$ cat src/rtl/fp2int_pkg.sv
// fp2int_pkg: shared class codes for the float-to-integer converter.
// Assumes a 3-bit class field; codes 5 to 7 are not defined by this type.
package fp2int_pkg;

    typedef enum logic [2:0] {
        CLS_ZERO = 3'd0,
        CLS_NUM  = 3'd1,
        CLS_INF  = 3'd2,
        CLS_QNAN = 3'd3,
        CLS_SNAN = 3'd4
    } fcls_e;

endpackage

$ cat src/rtl/fp2int_align.sv
// fp2int_align: shifts the mantissa right so the integer part sits in the
// low INT_W bits, and reports whether any nonzero bit was pushed out.
// Assumes MANT_W > INT_W and the leading one at bit MANT_W-1 (weight 2^0).
// Exponents of INT_W or more are flagged as over-range and not shifted.
module fp2int_align #(
    parameter int MANT_W = 40,
    parameter int EXP_W  = 16,
    parameter int INT_W  = 32
) (
    input  logic signed [EXP_W-1:0]  exp_i,
    input  logic        [MANT_W-1:0] mant_i,
    output logic                     over_exp_o,
    output logic                     hi_nz_o,
    output logic        [INT_W-1:0]  mag_o,
    output logic                     lost_o
);
    localparam int SH_W = $clog2(MANT_W);
    localparam int XW   = EXP_W + 2;
    localparam logic signed [XW-1:0]    TOP_POS = XW'(MANT_W - 1);
    localparam logic signed [XW-1:0]    FAR_LIM = XW'(MANT_W);
    localparam logic signed [EXP_W-1:0] OVF_EXP = EXP_W'(INT_W);

    logic signed [XW-1:0] exp_x;
    logic signed [XW-1:0] sh_full;
    logic                 far;
    logic [SH_W-1:0]      amt;

    logic [MANT_W-1:0] st    [SH_W+1];
    logic              lo_st [SH_W+1];

    // Shift distance and range decisions.
    always_comb begin
        exp_x      = {{2{exp_i[EXP_W-1]}}, exp_i};
        sh_full    = TOP_POS - exp_x;
        over_exp_o = (exp_i >= OVF_EXP);
        far        = (sh_full >= FAR_LIM);
        amt        = sh_full[SH_W-1:0];
    end

    assign st[0]    = mant_i;
    assign lo_st[0] = 1'b0;

    // Logarithmic shifter; each stage gathers the bits it discards.
    for (genvar k = 0; k < SH_W; k++) begin : g_stage
        localparam int STEP = 1 << k;
        assign st[k+1]    = amt[k] ? (st[k] >> STEP) : st[k];
        assign lo_st[k+1] = lo_st[k] | (amt[k] & (|st[k][STEP-1:0]));
    end

    // Output selection for in-range, far and over-range exponents.
    always_comb begin
        if (over_exp_o || far) begin
            mag_o   = '0;
            hi_nz_o = 1'b0;
        end else begin
            mag_o   = st[SH_W][INT_W-1:0];
            hi_nz_o = |st[SH_W][MANT_W-1:INT_W];
        end
        lost_o = far ? (|mant_i) : lo_st[SH_W];
    end

endmodule

$ cat src/rtl/fp2int_pack.sv
// fp2int_pack: decides overflow from class, exponent range and magnitude,
// then forms the signed result and the inexact and invalid flags.
// Assumes the magnitude comes from fp2int_align with the same INT_W.
module fp2int_pack
    import fp2int_pkg::*;
#(
    parameter int INT_W = 32
) (
    input  logic [2:0]       cls_i,
    input  logic             sign_i,
    input  logic             over_exp_i,
    input  logic             hi_nz_i,
    input  logic [INT_W-1:0] mag_i,
    input  logic             lost_i,
    input  logic             sticky_i,
    output logic [INT_W-1:0] res_o,
    output logic             nx_o,
    output logic             nv_o
);
    localparam logic [INT_W-1:0] MIN_MAG = {1'b1, {(INT_W-1){1'b0}}};
    localparam logic [INT_W-1:0] SAT_POS = {1'b0, {INT_W-1{1'b1}}};

    logic             is_zero;
    logic             is_num;
    logic [INT_W-1:0] thr;
    logic             ovf;

    // Class decode and sign-dependent overflow limit.
    always_comb begin
        is_zero = (cls_i == CLS_ZERO);
        is_num  = (cls_i == CLS_NUM);
        thr     = MIN_MAG + INT_W'(sign_i);
        ovf     = !is_zero &&
                  (!is_num || over_exp_i || hi_nz_i || (mag_i >= thr));
    end

    // Result and flags; overflow saturates and reports only invalid.
    always_comb begin
        if (is_zero) begin
            res_o = '0;
        end else if (ovf) begin
            res_o = SAT_POS + INT_W'(sign_i);
        end else if (sign_i) begin
            res_o = (~mag_i) + INT_W'(1);
        end else begin
            res_o = mag_i;
        end
        nv_o = ovf;
        nx_o = is_num && !ovf && (lost_i || sticky_i);
    end

endmodule

$ cat src/rtl/fp2int_trunc.sv
// fp2int_trunc: top of the truncating float-to-integer converter.
// Combinational align and pack, followed by one output register stage.
// Assumes MANT_W > INT_W; synchronous active-low reset clears all outputs.
module fp2int_trunc
    import fp2int_pkg::*;
#(
    parameter int MANT_W = 40,
    parameter int EXP_W  = 16,
    parameter int INT_W  = 32
) (
    input  logic                    clk,
    input  logic                    rst_n,
    input  logic                    in_valid,
    input  logic [2:0]              in_class,
    input  logic                    in_sign,
    input  logic signed [EXP_W-1:0] in_exp,
    input  logic [MANT_W-1:0]       in_mant,
    input  logic                    in_sticky,
    output logic                    out_valid,
    output logic [INT_W-1:0]        out_int,
    output logic                    out_inexact,
    output logic                    out_invalid
);
    localparam logic [INT_W-1:0] SAT_POS = {1'b0, {INT_W-1{1'b1}}};
    localparam logic [INT_W-1:0] SAT_NEG = {1'b1, {INT_W-1{1'b0}}};
    localparam logic signed [EXP_W-1:0] OVF_EXP = EXP_W'(INT_W);

    logic             a_over;
    logic             a_hi_nz;
    logic [INT_W-1:0] a_mag;
    logic             a_lost;
    logic [INT_W-1:0] p_res;
    logic             p_nx;
    logic             p_nv;

    fp2int_align #(.MANT_W(MANT_W), .EXP_W(EXP_W), .INT_W(INT_W)) u_align (
        .exp_i      (in_exp),
        .mant_i     (in_mant),
        .over_exp_o (a_over),
        .hi_nz_o    (a_hi_nz),
        .mag_o      (a_mag),
        .lost_o     (a_lost)
    );

    fp2int_pack #(.INT_W(INT_W)) u_pack (
        .cls_i      (in_class),
        .sign_i     (in_sign),
        .over_exp_i (a_over),
        .hi_nz_i    (a_hi_nz),
        .mag_i      (a_mag),
        .lost_i     (a_lost),
        .sticky_i   (in_sticky),
        .res_o      (p_res),
        .nx_o       (p_nx),
        .nv_o       (p_nv)
    );

    // Output register: one-cycle latency, cleared by reset.
    always_ff @(posedge clk) begin
        if (!rst_n) begin
            out_valid   <= 1'b0;
            out_int     <= '0;
            out_inexact <= 1'b0;
            out_invalid <= 1'b0;
        end else begin
            out_valid   <= in_valid;
            out_int     <= p_res;
            out_inexact <= p_nx;
            out_invalid <= p_nv;
        end
    end

    // valid follows the input strobe by exactly one cycle.
    a_r1_valid_follow: assert property (@(posedge clk) disable iff (!rst_n)
        in_valid |=> out_valid);
    a_r1_idle_follow: assert property (@(posedge clk) disable iff (!rst_n)
        !in_valid |=> !out_valid);

    // zero class gives a clean zero.
    a_r2_zero_clean: assert property (@(posedge clk) disable iff (!rst_n)
        (in_valid && in_class == CLS_ZERO)
        |=> (out_int == '0 && !out_inexact && !out_invalid));

    // non-number classes saturate by sign with only invalid set.
    a_r3_special_sat: assert property (@(posedge clk) disable iff (!rst_n)
        (in_valid && in_class != CLS_ZERO && in_class != CLS_NUM)
        |=> (out_invalid && !out_inexact &&
             out_int == ($past(in_sign) ? SAT_NEG : SAT_POS)));

    // large exponent on a number is always invalid.
    a_r4_big_exp: assert property (@(posedge clk) disable iff (!rst_n)
        (in_valid && in_class == CLS_NUM && in_exp >= OVF_EXP)
        |=> out_invalid);

    // invalid and inexact never appear together.
    a_r3_flags_exclusive: assert property (@(posedge clk) disable iff (!rst_n)
        out_invalid |-> !out_inexact);

    // positive operands never give a result with the top bit set unless saturated.
    a_r7_pos_range: assert property (@(posedge clk) disable iff (!rst_n)
        (in_valid && in_class == CLS_NUM && !in_sign)
        |=> (out_invalid || !out_int[INT_W-1]));

    // negative numbers give zero or a negative result.
    a_r8_neg_range: assert property (@(posedge clk) disable iff (!rst_n)
        (in_valid && in_class == CLS_NUM && in_sign)
        |=> (out_invalid || out_int == '0 || out_int[INT_W-1]));

    // an all-zero mantissa without sticky is never inexact.
    a_r6_exact_zero: assert property (@(posedge clk) disable iff (!rst_n)
        (in_valid && in_class == CLS_NUM && in_mant == '0 && !in_sticky)
        |=> !out_inexact);

    // negative exponents leave no integer part in the aligner.
    a_r9_frac_only: assert property (@(posedge clk) disable iff (!rst_n)
        (in_exp[EXP_W-1]) |-> (a_mag == '0 && !a_hi_nz));

endmodule

$ cat config.mk
export PLATFORM = sky130hd
export DESIGN_NAME = fp2int_trunc
export DESIGN_NICKNAME = d
export VERILOG_FILES = /design/src/rtl/fp2int_pkg.sv /design/src/rtl/fp2int_align.sv /design/src/rtl/fp2int_pack.sv /design/src/rtl/fp2int_trunc.sv
export SDC_FILE = /design/constraint.sdc
export NUM_CORES = 1
export LEC_CHECK = 0
export BUFFER_PORTS_ARGS = -buffer_cell sky130_fd_sc_hd__buf_2
export CAP_MARGIN = 10
export CORE_MARGIN = 4
export CORE_UTILIZATION = 34
export DETAILED_ROUTE_END_ITERATION = 7
export SYNTH_ARGS = -nofsm -noshare
export SYNTH_HDL_FRONTEND = slang
export SYNTH_SLANG_ARGS = --single-unit
$ cat constraint.sdc
create_clock -name clk -period 8.3 [get_ports clk]
set_input_delay 2.075 -clock clk [delete_from_list [all_inputs] [get_ports clk]]
set_output_delay 2.075 -clock clk [all_outputs]
set_load 0.03 [all_outputs]
==> results.py <==
metrics = {
    "grt": {
        "use_met2_pct": 35.3,
        "grt_util_met3_pct": 3.83,
        "grtUsageTotal_pct": 21.7,
        "overflow": 0,
        "grt_busiest_layer": "met2",
        "grt_pass1_vias": 6491,
        "grtUsageMet1_pct": 29.1,
        "grt_first_pass_wirelength_mm": 35.5,
        "grt_antenna_before_repair": 1,
        "grt_max_degree": 62,
    },
    "layout": {
        "multiInputGateArea_mm2": 0.00497,
        "layout-drive-gt1-share_pct": 25.2,
        "fillerInstances": 1837,
        "design_area_mm2": 0.00680,
        "areaGrowthSynthToFinish_pct": 12.7,
        "final_cell_mix": "buf_2, nor2_1, nand2_1",
        "final_common_cell": "buf_2",
        "seqCellArea_um2": 701,
        "antennaDiodeCount": 0,
        "final_nets": 913,
    },
    "route": {
        "drtPass1Iterations": 6,
        "detail_route.wl_per_cell_um": 21.2,
        "drt_wl_total_mm": 22.7,
        "ant_nets": 0,
        "vias_per_cell": 6.49,
        "drc": 0,
        "drtIter0Drc": 775,
        "num_vias": 6953,
    },
    "sta": {
        "tns_ns": 0,
        "slew_viol_final": 0,
        "fin_hold_ws_ns": 2.01,
        "setup_viol": 0,
        "fmax_mhz": 153,
        "worst_pin_slew_ns": 0.980,
        "hold_violations": 0,
        "finalCriticalPeriod_ns": 6.53,
        "slew_headroom_pct": 32.9,
        "rsz0062_at_grt": "false",
        "finalCritPeriodShare_pct": 78.7,
    },
    "cts": {
        "postCtsSetupBuffers": 0,
        "cts.htree.levels": 2,
        "ctsHoldBuffers": 0,
        "cts.clk_slew.worst_paths_ns": 0.05,
        "root_buffer": "clkbuf_16",
        "cts_resized": 0,
        "cts.sinks": 35,
        "cts_tree": "built",
        "cts.path.max_buffers": 2,
        "cts_buffers": 5,
    },
    "placement": {
        "io_buffers": 98,
        "gp_congestion": 0.996,
        "hpwlAfterDp_mm": 17.2,
        "placed_cell_area_mm2": 0.00664,
    },
    "pwr": {
        "max-vdd-ir-drop_mv": 0.0771,
        "p_leak_uw": 0.00257,
        "p_total_uw": 792,
        "power.density_mw_per_mm2": 116,
    },
    "synthesis": {
        "synthCells": 782,
        "ys_ff_latch": 35,
        "synth.distinct_cells": 75,
        "ys_seq_area_share_pct": 11.6,
        "async_flop_share_pct": 0,
        "yosys_warnings": 0,
        "synth_edf_count": 0,
        "syn_area_per_cell_um2": 7.71,
        "syn_area_mm2": 0.00603,
        "synthFlopType": "dfxtp_1",
        "syn-num-nets": 850,
    },
    "setup_path": {
        "cp-start-kind": "primary input",
        "max_stage_delay_ns": 0.68,
        "crit_type": "primary input to flop",
        "crit_chain": "buf_4, mux4_2, mux2i_1, o22ai_1, a221oi_1, nand2b_1, ha_1, nor2b_1, o2111ai_1, a2111oi_2, a31oi_1, nor3_2, nand3_2, o22ai_1",
        "worstPathRequired_ns": 8.49,
        "crit_top_cell": "o22ai_1",
        "arrival_ns": 6.72,
        "slowest_stage": "buf_4",
        "crit_path_max_fanout": 61,
        "cp-end-kind": "flop",
    },
    "outcome": {
        "outcome": "finished clean",
    },
    "job": {
        "cap_violations": 0,
    },
    "floorplan": {
        "die_w_um": 141,
        "fp.dieArea_mm2": 0.0199,
        "start_util_pct": 34.7,
        "io_pins": 99,
        "rows": 48,
        "dieHeight_um": 141,
        "core_mm2": 0.0174,
    },
    "hold_path": {
        "hold_path.class": "primary input to flop",
        "worstHoldStart": "in_valid",
        "min_to": "out_valid$_SDFF_PN0_",
        "min_path_cells": 2,
    },
}
## state kept, by name, summed over array words and instances (netlist names)
register and count:
out_valid 1, out_int 32, out_inexact 1, out_invalid 1
## where the power goes
part           switching, µW  internal, µW
clock                   67.4           128
combinational            267           149
sequential              2.17           178
total                    337           455
## synth_stat cells (5+ instances only)
cell / count / area share (%)
a211oi_1: 11 / 1.4
buf_2: 9 / 0.75
o22ai_1: 27 / 2.8
dfxtp_1: 35 / 12
o21a_1: 7 / 0.87
o31ai_1: 7 / 0.87
nand2_1: 75 / 4.7
and3_1: 7 / 0.73
o21ai_0: 36 / 3.0
buf_6: 7 / 1.3
nand3_1: 20 / 1.7
nor2b_1: 11 / 1.1
mux2_2: 34 / 6.3
o32ai_1: 6 / 0.87
mux4_2: 41 / 15
nor4_1: 21 / 2.2
buf_1: 7 / 0.44
mux2i_1: 30 / 5.0
o211ai_1: 10 / 1.2
o2111ai_1: 6 / 0.87
o21ai_1: 7 / 0.58
nor3_1: 29 / 2.4
a221oi_1: 8 / 1.2
a22oi_1: 6 / 0.75
and2_1: 14 / 1.5
inv_1: 21 / 1.3
nand2b_1: 10 / 1.0
nand4_1: 15 / 1.6
a31oi_1: 10 / 1.0
a32oi_1: 5 / 0.73
or3_1: 7 / 0.73
clkbuf_1: 33 / 2.1
a21oi_1: 36 / 3.0
nor2_1: 86 / 5.4
## worst max-delay path by stage
| stage | from | endpoint | slack (ns) |
|---|---|---|---|
| 6_report | in_exp[1] | out_int[11]$_SDFF_PP0_ | 1.77 |
| 3_3_place_gp | in_exp[1] | out_int[29]$_SDFF_PP0_ | 1.61 |
| 3_5_place_dp | in_exp[1] | out_inexact$_SDFF_PN0_ | 1.51 |
| 4_1_cts | in_exp[1] | out_int[30]$_SDFF_PP0_ | 1.77 |
| 2_1_floorplan | in_exp[3] | out_inexact$_SDFF_PN0_ | 1.59 |
| 5_1_grt | in_exp[1] | out_int[12]$_SDFF_PP0_ | 1.18 |
## final cells by class
class	count	area share, %
clock buffers	8	2.30
flip-flops and latches	35	10.3
well taps	225	4.14
repair buffers	112	8.80
inverters	23	1.27
multi-input cells	668	73.2
## layer usage
| layer | vias up | wire length [µm] | part of all wire [%] |
|---|---|---|---|
| li1 | 3214 | - | - |
| met1 | 3315 | 9430 | 42 |
| met2 | 351 | 10400 | 46 |
| met3 | 71 | 1970 | 8.7 |
| met4 | 2 | 799 | 3.5 |
| met5 | - | 14 | 0.062 |
## cells by family (layout without fill, tap and decap cells)
group / after synthesis / after routing / share of synthesized area, %
flops: 35 / 35 / 11.6
xor+xnor: 6 / 6 / 0.872
fa+ha+maj: 4 / 4 / 0.830
mux: 106 / 106 / 27.0
buf+inv: 79 / 143 / 5.98
compound gates: 235 / 235 / 27.5
simple gates: 317 / 317 / 26.2
## per-stage QoR
stage | util (%) | setup WS [ns] | std cells
2_1_floorplan | - | 1.59 | 782
3_3_place_gp | 38.3 | 1.61 | 1063
3_5_place_dp | 38.3 | 1.51 | 1063
4_1_cts | 39.2 | 1.77 | 1071
5_1_grt | 39.2 | 1.18 | 1071
6_report | 39.2 | 1.77 | 1071
## critical path: cells and delay by family
family          cells  cell delay (ns)
mux                 2             0.92
buf+inv             1             0.68
simple gates        4             1.15
compound gates      6             1.61
fa+ha+maj           1             0.24
Note: power is estimated with default switching activity, not from simulation.
